===== config.mk =====
export PLATFORM = sky130hd
export DESIGN_NAME = mul_csa_pipe
export DESIGN_NICKNAME = d
export VERILOG_FILES = /design/src/rtl/mcsa_pkg.sv /design/src/rtl/mul_pp_gen.sv /design/src/rtl/mul_csa_level.sv /design/src/rtl/mul_cla_adder.sv /design/src/rtl/mul_csa_pipe.sv
export SDC_FILE = /design/constraint.sdc
export NUM_CORES = 1
export LEC_CHECK = 0
export ABC_CLOCK_PERIOD_IN_PS = 1100
export BUFFER_PORTS_ARGS = -buffer_cell sky130_fd_sc_hd__buf_2
export CAP_MARGIN = 40
export CORE_UTILIZATION = 40
export CTS_BUF_LIST = sky130_fd_sc_hd__clkbuf_4
export DETAILED_ROUTE_END_ITERATION = 6
export PLACE_DENSITY_LB_ADDON = 0.15
export SYNTH_ARGS = -nofsm -noshare
export SYNTH_HDL_FRONTEND = slang
export SYNTH_SLANG_ARGS = --single-unit
export TNS_END_PERCENT = 20

===== constraint.sdc =====
create_clock -name clk -period 1.1 [get_ports clk]
set_input_delay 0.11 -clock clk [delete_from_list [all_inputs] [get_ports clk]]
set_output_delay 0.11 -clock clk [all_outputs]
set_load 0.01 [all_outputs]

===== src/rtl/mcsa_pkg.sv =====
package mcsa_pkg;

  // rows left after one 3:2 level: each full triple becomes two rows,
  // leftovers pass straight through
  function automatic int next_rows(input int n);
    return 2 * (n / 3) + (n % 3);
  endfunction

  // rows present at the input of level lvl
  function automatic int rows_at(input int n0, input int lvl);
    int n;
    n = n0;
    for (int i = 0; i < lvl; i++) n = next_rows(n);
    return n;
  endfunction

  // number of 3:2 levels needed to reach two rows
  function automatic int tree_levels(input int n0);
    int n;
    int l;
    n = n0;
    l = 0;
    while (n > 2) begin
      n = next_rows(n);
      l++;
    end
    return l;
  endfunction

endpackage


===== src/rtl/mul_pp_gen.sv =====
module mul_pp_gen #(
  parameter int A_W = 16,
  parameter int B_W = 16
) (
  input  logic [A_W-1:0]             a,
  input  logic [B_W-1:0]             b,
  output logic [B_W*(A_W+B_W)-1:0]   rows
);
  localparam int P_W = A_W + B_W;

  // row i: multiplicand gated by multiplier bit i, moved up i places
  for (genvar i = 0; i < B_W; i++) begin : g_row
    assign rows[i*P_W +: P_W] = ({{(P_W-A_W){1'b0}}, a} << i) & {P_W{b[i]}};
  end
endmodule


===== src/rtl/mul_csa_level.sv =====
module mul_csa_level
  import mcsa_pkg::*;
#(
  parameter int W    = 32,
  parameter int N_IN = 16
) (
  input  logic                         clk,
  input  logic                         en,
  input  logic [N_IN*W-1:0]            rows_i,
  output logic [next_rows(N_IN)*W-1:0] rows_o
);
  localparam int N_GRP = N_IN / 3;
  localparam int N_REM = N_IN % 3;
  localparam int N_OUT = next_rows(N_IN);

  logic [N_OUT*W-1:0] rows_d;

  // full adders, one per triple; the carry row is weighted one bit up
  for (genvar j = 0; j < N_GRP; j++) begin : g_csa
    logic [W-1:0] x, y, z;
    assign x = rows_i[(3*j+0)*W +: W];
    assign y = rows_i[(3*j+1)*W +: W];
    assign z = rows_i[(3*j+2)*W +: W];
    assign rows_d[(2*j)*W   +: W] = x ^ y ^ z;
    assign rows_d[(2*j+1)*W +: W] = ((x & y) | (x & z) | (y & z)) << 1;
  end

  // rows that did not fill a triple go through untouched
  for (genvar r = 0; r < N_REM; r++) begin : g_pass
    assign rows_d[(2*N_GRP+r)*W +: W] = rows_i[(3*N_GRP+r)*W +: W];
  end

  always_ff @(posedge clk) begin
    if (en) rows_o <= rows_d;
  end
endmodule


===== src/rtl/mul_cla_adder.sv =====
module mul_cla_adder #(
  parameter int W  = 32,
  parameter int GW = 4
) (
  input  logic [W-1:0] x,
  input  logic [W-1:0] y,
  output logic [W-1:0] s
);
  localparam int NG = W / GW;

  always_comb begin
    logic [W-1:0]  g, p, c;
    logic [NG-1:0] grp_g, grp_p, grp_c;
    logic          acc, term, cb;
    g = x & y;
    p = x ^ y;
    // group generate / propagate
    for (int k = 0; k < NG; k++) begin
      acc  = 1'b0;
      term = 1'b1;
      for (int t = 0; t < GW; t++) begin
        acc  = g[k*GW+t] | (p[k*GW+t] & acc);
        term = term & p[k*GW+t];
      end
      grp_g[k] = acc;
      grp_p[k] = term;
    end
    // second level: every group carry written as a flat sum of products
    for (int k = 0; k < NG; k++) begin
      acc = 1'b0;
      for (int j = 0; j < k; j++) begin
        term = grp_g[j];
        for (int m = j + 1; m < k; m++) term = term & grp_p[m];
        acc = acc | term;
      end
      grp_c[k] = acc;
    end
    // carries inside each group from the group carry-in
    for (int k = 0; k < NG; k++) begin
      cb = grp_c[k];
      for (int t = 0; t < GW; t++) begin
        c[k*GW+t] = cb;
        cb = g[k*GW+t] | (p[k*GW+t] & cb);
      end
    end
    s = p ^ c;
  end
endmodule


===== src/rtl/mul_csa_pipe.sv =====
module mul_csa_pipe
  import mcsa_pkg::*;
#(
  parameter int A_W = 16,
  parameter int B_W = 16
) (
  input  logic                 clk,
  input  logic                 rst_n,
  input  logic                 in_valid,
  input  logic [A_W-1:0]       in_a,
  input  logic [B_W-1:0]       in_b,
  output logic                 out_valid,
  output logic [A_W+B_W-1:0]   out_product
);
  localparam int P_W   = A_W + B_W;
  localparam int N_PP  = B_W;
  localparam int N_LEV = tree_levels(N_PP);
  localparam int LAT   = N_LEV + 1;

  // reset: asserted at once, released after two edges
  logic rst_meta_q, rst_q;
  always_ff @(posedge clk or negedge rst_n) begin
    if (!rst_n) begin
      rst_meta_q <= 1'b0;
      rst_q      <= 1'b0;
    end else begin
      rst_meta_q <= 1'b1;
      rst_q      <= rst_meta_q;
    end
  end

  // valid travels beside the data
  logic [LAT-1:0] vld_d, vld_q;
  always_comb vld_d = {vld_q[LAT-2:0], in_valid};

  always_ff @(posedge clk or negedge rst_q) begin
    if (!rst_q) vld_q <= '0;
    else        vld_q <= vld_d;
  end

  logic [N_PP*P_W-1:0] pp_rows;
  mul_pp_gen #(.A_W(A_W), .B_W(B_W)) u_pp (
    .a    (in_a),
    .b    (in_b),
    .rows (pp_rows)
  );

  for (genvar l = 0; l < N_LEV; l++) begin : g_lvl
    localparam int NI = rows_at(N_PP, l);
    localparam int NO = rows_at(N_PP, l + 1);
    logic [NI*P_W-1:0] din;
    logic [NO*P_W-1:0] dout;
    logic              en;
    if (l == 0) begin : g_first
      assign din = pp_rows;
      assign en  = in_valid;
    end else begin : g_next
      assign din = g_lvl[l-1].dout;
      assign en  = vld_q[l-1];
    end
    mul_csa_level #(.W(P_W), .N_IN(NI)) u_csa (
      .clk    (clk),
      .en     (en),
      .rows_i (din),
      .rows_o (dout)
    );
  end

  logic [2*P_W-1:0] last_rows;
  logic [P_W-1:0]   sum_d, prod_q;
  assign last_rows = g_lvl[N_LEV-1].dout;

  mul_cla_adder #(.W(P_W), .GW(4)) u_cla (
    .x (last_rows[P_W-1:0]),
    .y (last_rows[2*P_W-1:P_W]),
    .s (sum_d)
  );

  always_ff @(posedge clk) begin
    if (vld_q[LAT-2]) prod_q <= sum_d;
  end

  assign out_valid   = vld_q[LAT-1];
  assign out_product = prod_q;
endmodule


# [Yosys cells after proc, flatten, opt, wreduce, memory -nomap -nowiden]
# Cells that the tools add are included.
[totals] reg_bits=1112 inputBits=35 out_inout_bits=33 word_cells=271
[op_classes] bitwise=261
[ops] cell="31-bit bitwise AND" n=43
[ops] cell="32-bit bitwise XOR" n=30
[ops] cell="31-bit OR" n=28
[ops] cell="1-bit bitwise AND" n=81
[ops] cell="1-bit OR" n=63
[ops] cell="16-bit by 32-bit bitwise AND with 32-bit output" n=1
[ops] cell="17-bit by 32-bit bitwise AND with 32-bit output" n=1
[ops] cell="18-bit by 32-bit bitwise AND with 32-bit output" n=1
[ops] cell="19-bit by 32-bit bitwise AND with 32-bit output" n=1
[ops] cell="20-bit by 32-bit bitwise AND with 32-bit output" n=1
[ops] cell="21-bit by 32-bit bitwise AND with 32-bit output" n=1
[ops] cell="22-bit by 32-bit bitwise AND with 32-bit output" n=1
[ops] cell="23-bit by 32-bit bitwise AND with 32-bit output" n=1
[ops] cell="24-bit by 32-bit bitwise AND with 32-bit output" n=1
[ops] cell="25-bit by 32-bit bitwise AND with 32-bit output" n=1
[ops] cell="26-bit by 32-bit bitwise AND with 32-bit output" n=1
[ops] cell="27-bit by 32-bit bitwise AND with 32-bit output" n=1
[ops] cell="28-bit by 32-bit bitwise AND with 32-bit output" n=1
[ops] cell="29-bit by 32-bit bitwise AND with 32-bit output" n=1
[ops] cell="30-bit by 32-bit bitwise AND with 32-bit output" n=1
[ops] cell="31-bit by 32-bit bitwise AND with 32-bit output" n=1

# [Longest topological paths before layout]
[depth] word_depth=26 ltp_mapped=10 depth_no_buf=10

# [Hierarchy]
# A second synthesis with hierarchy kept.
[hier_totals] cells_unflattened=2224 area_unflattened_um2=47545.6
[modules_own_cells] module="mul_csa_level (g_lvl[0].u_csa)" instances=1 cells_per_inst=513 area_each_um2=13683.1 seq_area_each_um2=10420.0
[modules_own_cells] module="mul_csa_level (g_lvl[1].u_csa)" instances=1 cells_per_inst=353 area_each_um2=9556.7 seq_area_each_um2=7597.3
[modules_own_cells] module="mul_csa_level (g_lvl[2].u_csa)" instances=1 cells_per_inst=257 area_each_um2=7013.0 seq_area_each_um2=5705.5
[modules_own_cells] module="mul_csa_level (g_lvl[3].u_csa)" instances=1 cells_per_inst=193 area_each_um2=5091.1 seq_area_each_um2=3783.6
[modules_own_cells] module="mul_pp_gen" instances=1 cells_per_inst=545 area_each_um2=3836.2 seq_area_each_um2=0.0
[modules_own_cells] module="mul_csa_level (g_lvl[4].u_csa)" instances=1 cells_per_inst=129 area_each_um2=3508.4 seq_area_each_um2=2852.7
[modules_own_cells] module="mul_csa_level (g_lvl[5].u_csa)" instances=1 cells_per_inst=97 area_each_um2=2547.4 seq_area_each_um2=1891.8
[modules_own_cells] module="mul_csa_pipe" instances=1 cells_per_inst=42 area_each_um2=1189.9 seq_area_each_um2=1186.1
[modules_own_cells] module="mul_cla_adder" instances=1 cells_per_inst=95 area_each_um2=1119.8 seq_area_each_um2=0.0

# [Worst setup path before layout]
# OpenSTA, ideal clock, no wires.
[synth_path] path_type="register to register" start="register vld_q[0]" end="register g_lvl[1].u_csa.rows_o[0] (enable)" setup_time_ps=503 arrival_ps=3202 required_ps=597 slack_ps=-2605 path_stages_with_launch=1 n_path_buf=0 period_less_slack_ps=3705 path_cell_list="dfrtp_1"
[synth_lines] item="start, declared" line="mul_csa_pipe.sv:33" text="logic [LAT-1:0] vld_d, vld_q;"
[synth_lines] item="start signal, assigned" line="mul_csa_pipe.sv:38" text="else vld_q <= vld_d;"
[synth_lines] item="end signal, assigned" line="mul_csa_level.sv:34" text="if (en) rows_o <= rows_d;"
[synth_lines] item="end, declared" line="mul_csa_level.sv:10" text="output logic [next_rows(N_IN)*W-1:0] rows_o"
# No word-level cell between the ends.

# [Worst setup path in the final report]
[layout_path] start="register g_lvl[5].u_csa.rows_o[52]" end="register prod_q[27] (netlist: out_product[27]), data pin"
[layout_between] elab_chain_len=17 elab_cells_between_ends=28 cone_classes="bitwise (28)"
[layout_rtl] item="start, declared" line="mul_csa_level.sv:10"
[layout_rtl] item="start signal, assigned" line="mul_csa_level.sv:34"
[layout_rtl] item="32-bit bitwise XOR" line="mul_cla_adder.sv:16" text="p = x ^ y;"
[layout_rtl] item="1-bit bitwise AND (3 in series)" line="mul_cla_adder.sv:23" text="term = term & p[k*GW+t];"
[layout_rtl] item="1-bit bitwise AND" line="mul_cla_adder.sv:33" text="for (int m = j + 1; m < k; m++) term = term & grp_p[m];"
[layout_rtl] item="1-bit OR (4 in series)" line="mul_cla_adder.sv:34" text="acc = acc | term;"
[layout_rtl] item="1-bit OR *" line="mul_cla_adder.sv:34"
[layout_rtl] item="1-bit bitwise AND *" line="mul_cla_adder.sv:43" text="cb = g[k*GW+t] | (p[k*GW+t] & cb);"
[layout_rtl] item="1-bit OR *" line="mul_cla_adder.sv:43"
[layout_rtl] item="1-bit bitwise AND *" line="mul_cla_adder.sv:43"
[layout_rtl] item="1-bit OR *" line="mul_cla_adder.sv:43"
[layout_rtl] item="1-bit bitwise AND *" line="mul_cla_adder.sv:43"
[layout_rtl] item="1-bit OR *" line="mul_cla_adder.sv:43"
[layout_rtl] item="32-bit bitwise XOR *" line="mul_cla_adder.sv:46" text="s = p ^ c;"
[layout_rtl] item="named net sum_d[27]" line="mul_csa_pipe.sv:70" text="logic [P_W-1:0] sum_d, prod_q;"
[layout_rtl] item="end signal, assigned" line="mul_csa_pipe.sv:80" text="if (vld_q[LAT-2]) prod_q <= sum_d;"
[layout_rtl] item="end, declared" line="mul_csa_pipe.sv:70"
# The timed path passes the listed nets; every way through them passes the cells marked *.
# A chain may end at the register's enable or synchronous reset.

==> metrics.txt <==
Die Wd 268 um; Die Ht 268 um; antenna viol nets, final 0; ys flop type edfxtp_1; RSZ-0062 raised after global routing true; Tot GR Track Use 14.5%; PortBufs 67; Max IR drop VDD 0.859 mV; core area 70000 sq um; Slew HR 54.3%; GPL Wtd Cong 0.727; Fmax achieved 342 MHz; synth top area cells edfxtp_1, fa_1, and2_1; row count 97; final layout net count 2051; largest net degree at the start of global routing 42; PnR Total Power 67.2 mW; Hold Path Class reg -> async; Ports 68; Clk pin slew, worst setup/hold paths 0.06 ns; crit path launch type register; Layout area overhead 20.6%; CTS Root Cell clkbuf_4; Worst-Skew Late Latency 0.96 ns; outcome finished, violations left; Max Clock Skew 0.0605 ns; WP data arrival 3.62 ns; via/cell ratio 4.43; Initial DRC Count 567; Leak 12.5 nW; Critical path buffers and inverters 0; most used cell, CP fa_2; Final HPWL DP 33200 um; final setup margin -1.82 ns; drt pass-1 iters 7; Routed wire per std cell 17.5 um; Worst R2R Setup Slack -1.82 ns; Clock Tree Buf Depth 3; CP Max Fanout 2; Yosys top cell area share 73.4%; sequential-to-total area share from yosys stat 74.2%; Final Hold Fails 0; Crit path depth 9; Synth top cells by count edfxtp_1, and2_1, fa_1; final clock period utilization by the worst path 266%; number of global-route vias before repair 13900; cell at the slowest stage of the critical path edfxtp_1; RR Startpoint g_lvl[5].u_csa.rows_o[52]; Inserted Clock Buffers 184; critical path type reg -> reg; YS warnings 0; failing checks negative setup slack; DRT Wirelength 49100 um; first-pass GRT wire length 77000 um; final instance area 34100 sq um; number of synthesized flops with an enable pin 692; final core utilization 48.8%; Fin Setup TNS -63.94 ns; syn nets 1659; FF-to-FF path depth 9; FF+latch count, synth 701; count leader, synth edfxtp_1; CP Cell Sequence ha_1 > and4_4 > and2b_2 > a22oi_2 > nand3b_1 > fa_2 > fa_2 > fa_2 > xor2_1; # DRC 0; Starting Density 40.4%; setup violators final 384; CTS tree yes; # Max-Cap Violations 0; crit-path max cell delay 0.39 ns; # clock sinks 701; ys async rst share 1.28%; Vias 12400; H-tree levels 4; worst slew pin tran 0.683 ns; layout cells sized above 1 33.8%; Mapped Cells 1332; R2R Path End out_product[27]; cell family with most CP delay adder cells; crit end category register; total grt overflow 0; post-synthesis cell type count 31; initial antenna violation count 3; dominant cell type by area after synthesis edfxtp_1; pwr dens 1970 nW/um^2; Die ar. 71900 sq um; Synth Area per Inst 21.3 sq um; Hold WS 0.165 ns; Final Max Slew Viols 0; critical path data required time 1.80 ns; Area after DPL 30800 sq um; synthesized cell area 28300 sq um; Tmin final 2.92 ns
==> layout by cell type, fill, tap and decap left out, types with 3 or more instances in the layout <==
master / n
clkinv_2: 8
dlygate4sd3_1: 42
buf_12: 16
buf_2: 62
dfrtp_1: 4
o21ai_1: 3
buf_4: 108
clkinv_1: 36
dfrtp_4: 3
ha_4: 4
inv_2: 7
clkinvlp_4: 4
edfxtp_1: 692
inv_1: 6
clkbuf_4: 273
and2_1: 256
fa_2: 116
buf_6: 5
a21oi_1: 6
xor2_1: 5
nand2_1: 3
fa_1: 102
ha_1: 69
==> how the worst max path moves through the flow <==
stage / from / endpoint / slack [ns]
after floorplan: g_lvl[5].u_csa.rows_o[53] / out_product[27] / -1.68
after global placement: g_lvl[5].u_csa.rows_o[13] / out_product[30] / -1.85
after detailed placement: g_lvl[5].u_csa.rows_o[15] / out_product[30] / -1.88
after CTS: g_lvl[5].u_csa.rows_o[53] / out_product[27] / -1.85
after global routing: g_lvl[5].u_csa.rows_o[52] / out_product[27] / -1.95
final: g_lvl[5].u_csa.rows_o[52] / out_product[27] / -1.82
==> flip-flops by register name (all words and copies together), names as in the netlist <==
register,count
out_product,32
rst_q,1
vld_q,7
g_lvl.u_csa.rows_o,660
rst_meta_q,1
==> logic make-up after synthesis <==
group,count (synthesis),synth area share (%)
adder cells (fa/ha/maj),292,18.7
AO/OA/AOI/OAI,20,0.433
other,1,0.0132
XOR/XNOR,6,0.186
buffers and inverters,42,0.557
AND/OR/NAND/NOR,270,5.95
flip-flops,701,74.2
==> where the power goes <==
| group | switching, mW | internal, mW |
|---|---|---|
| clock | 10.2 | 11.6 |
| combinational | 4.24 | 4.12 |
| sequential | 2.03 | 35.1 |
| total | 16.5 | 50.8 |
==> metrics by stage <==
| stage | worst slack (ns) | instances |
|---|---|---|
| after floorplan | -1.68 | 1332 |
| after global placement | -1.85 | 2421 |
| after detailed placement | -1.88 | 2421 |
| after CTS | -1.85 | 2801 |
| after global routing | -1.95 | 2807 |
| final | -1.82 | 2808 |
==> layout make-up <==
type | instances | area [sq um]
fillers | 5895 | 35900
flip-flops and latches | 701 | 21000
multi-input cells | 589 | 7570
clock buffers | 271 | 2030
repair buffers | 238 | 2010
well taps | 940 | 1180
clock inverters | 57 | 293
inverters | 10 | 37.5
diodes | 2 | 5.00
==> what timing repair did <==
action / 4_1_cts / 5_1_grt
buffers inserted: 10 / 4
gates cloned: 0 / 2
hold endpoints to repair: 375 / 58
hold buffers: 42 / 2
pin swaps: 96 / 55
gates resized for setup: 86 / 56
endpoints found under the setup margin: 396 / 470
==> metal layers <==
| layer | GRT usage (%) | part of all wire (%) | up-vias |
|---|---|---|---|
| li1 | - | - | 5774 |
| met1 | 19.8 | 47 | 6332 |
| met2 | 21.3 | 46 | 258 |
| met3 | 4.20 | 4.8 | 81 |
| met4 | 6.80 | 2.2 | 0 |
| met5 | 0 | 0 | - |
No activity file was read; power rests on OpenSTA's default activity.
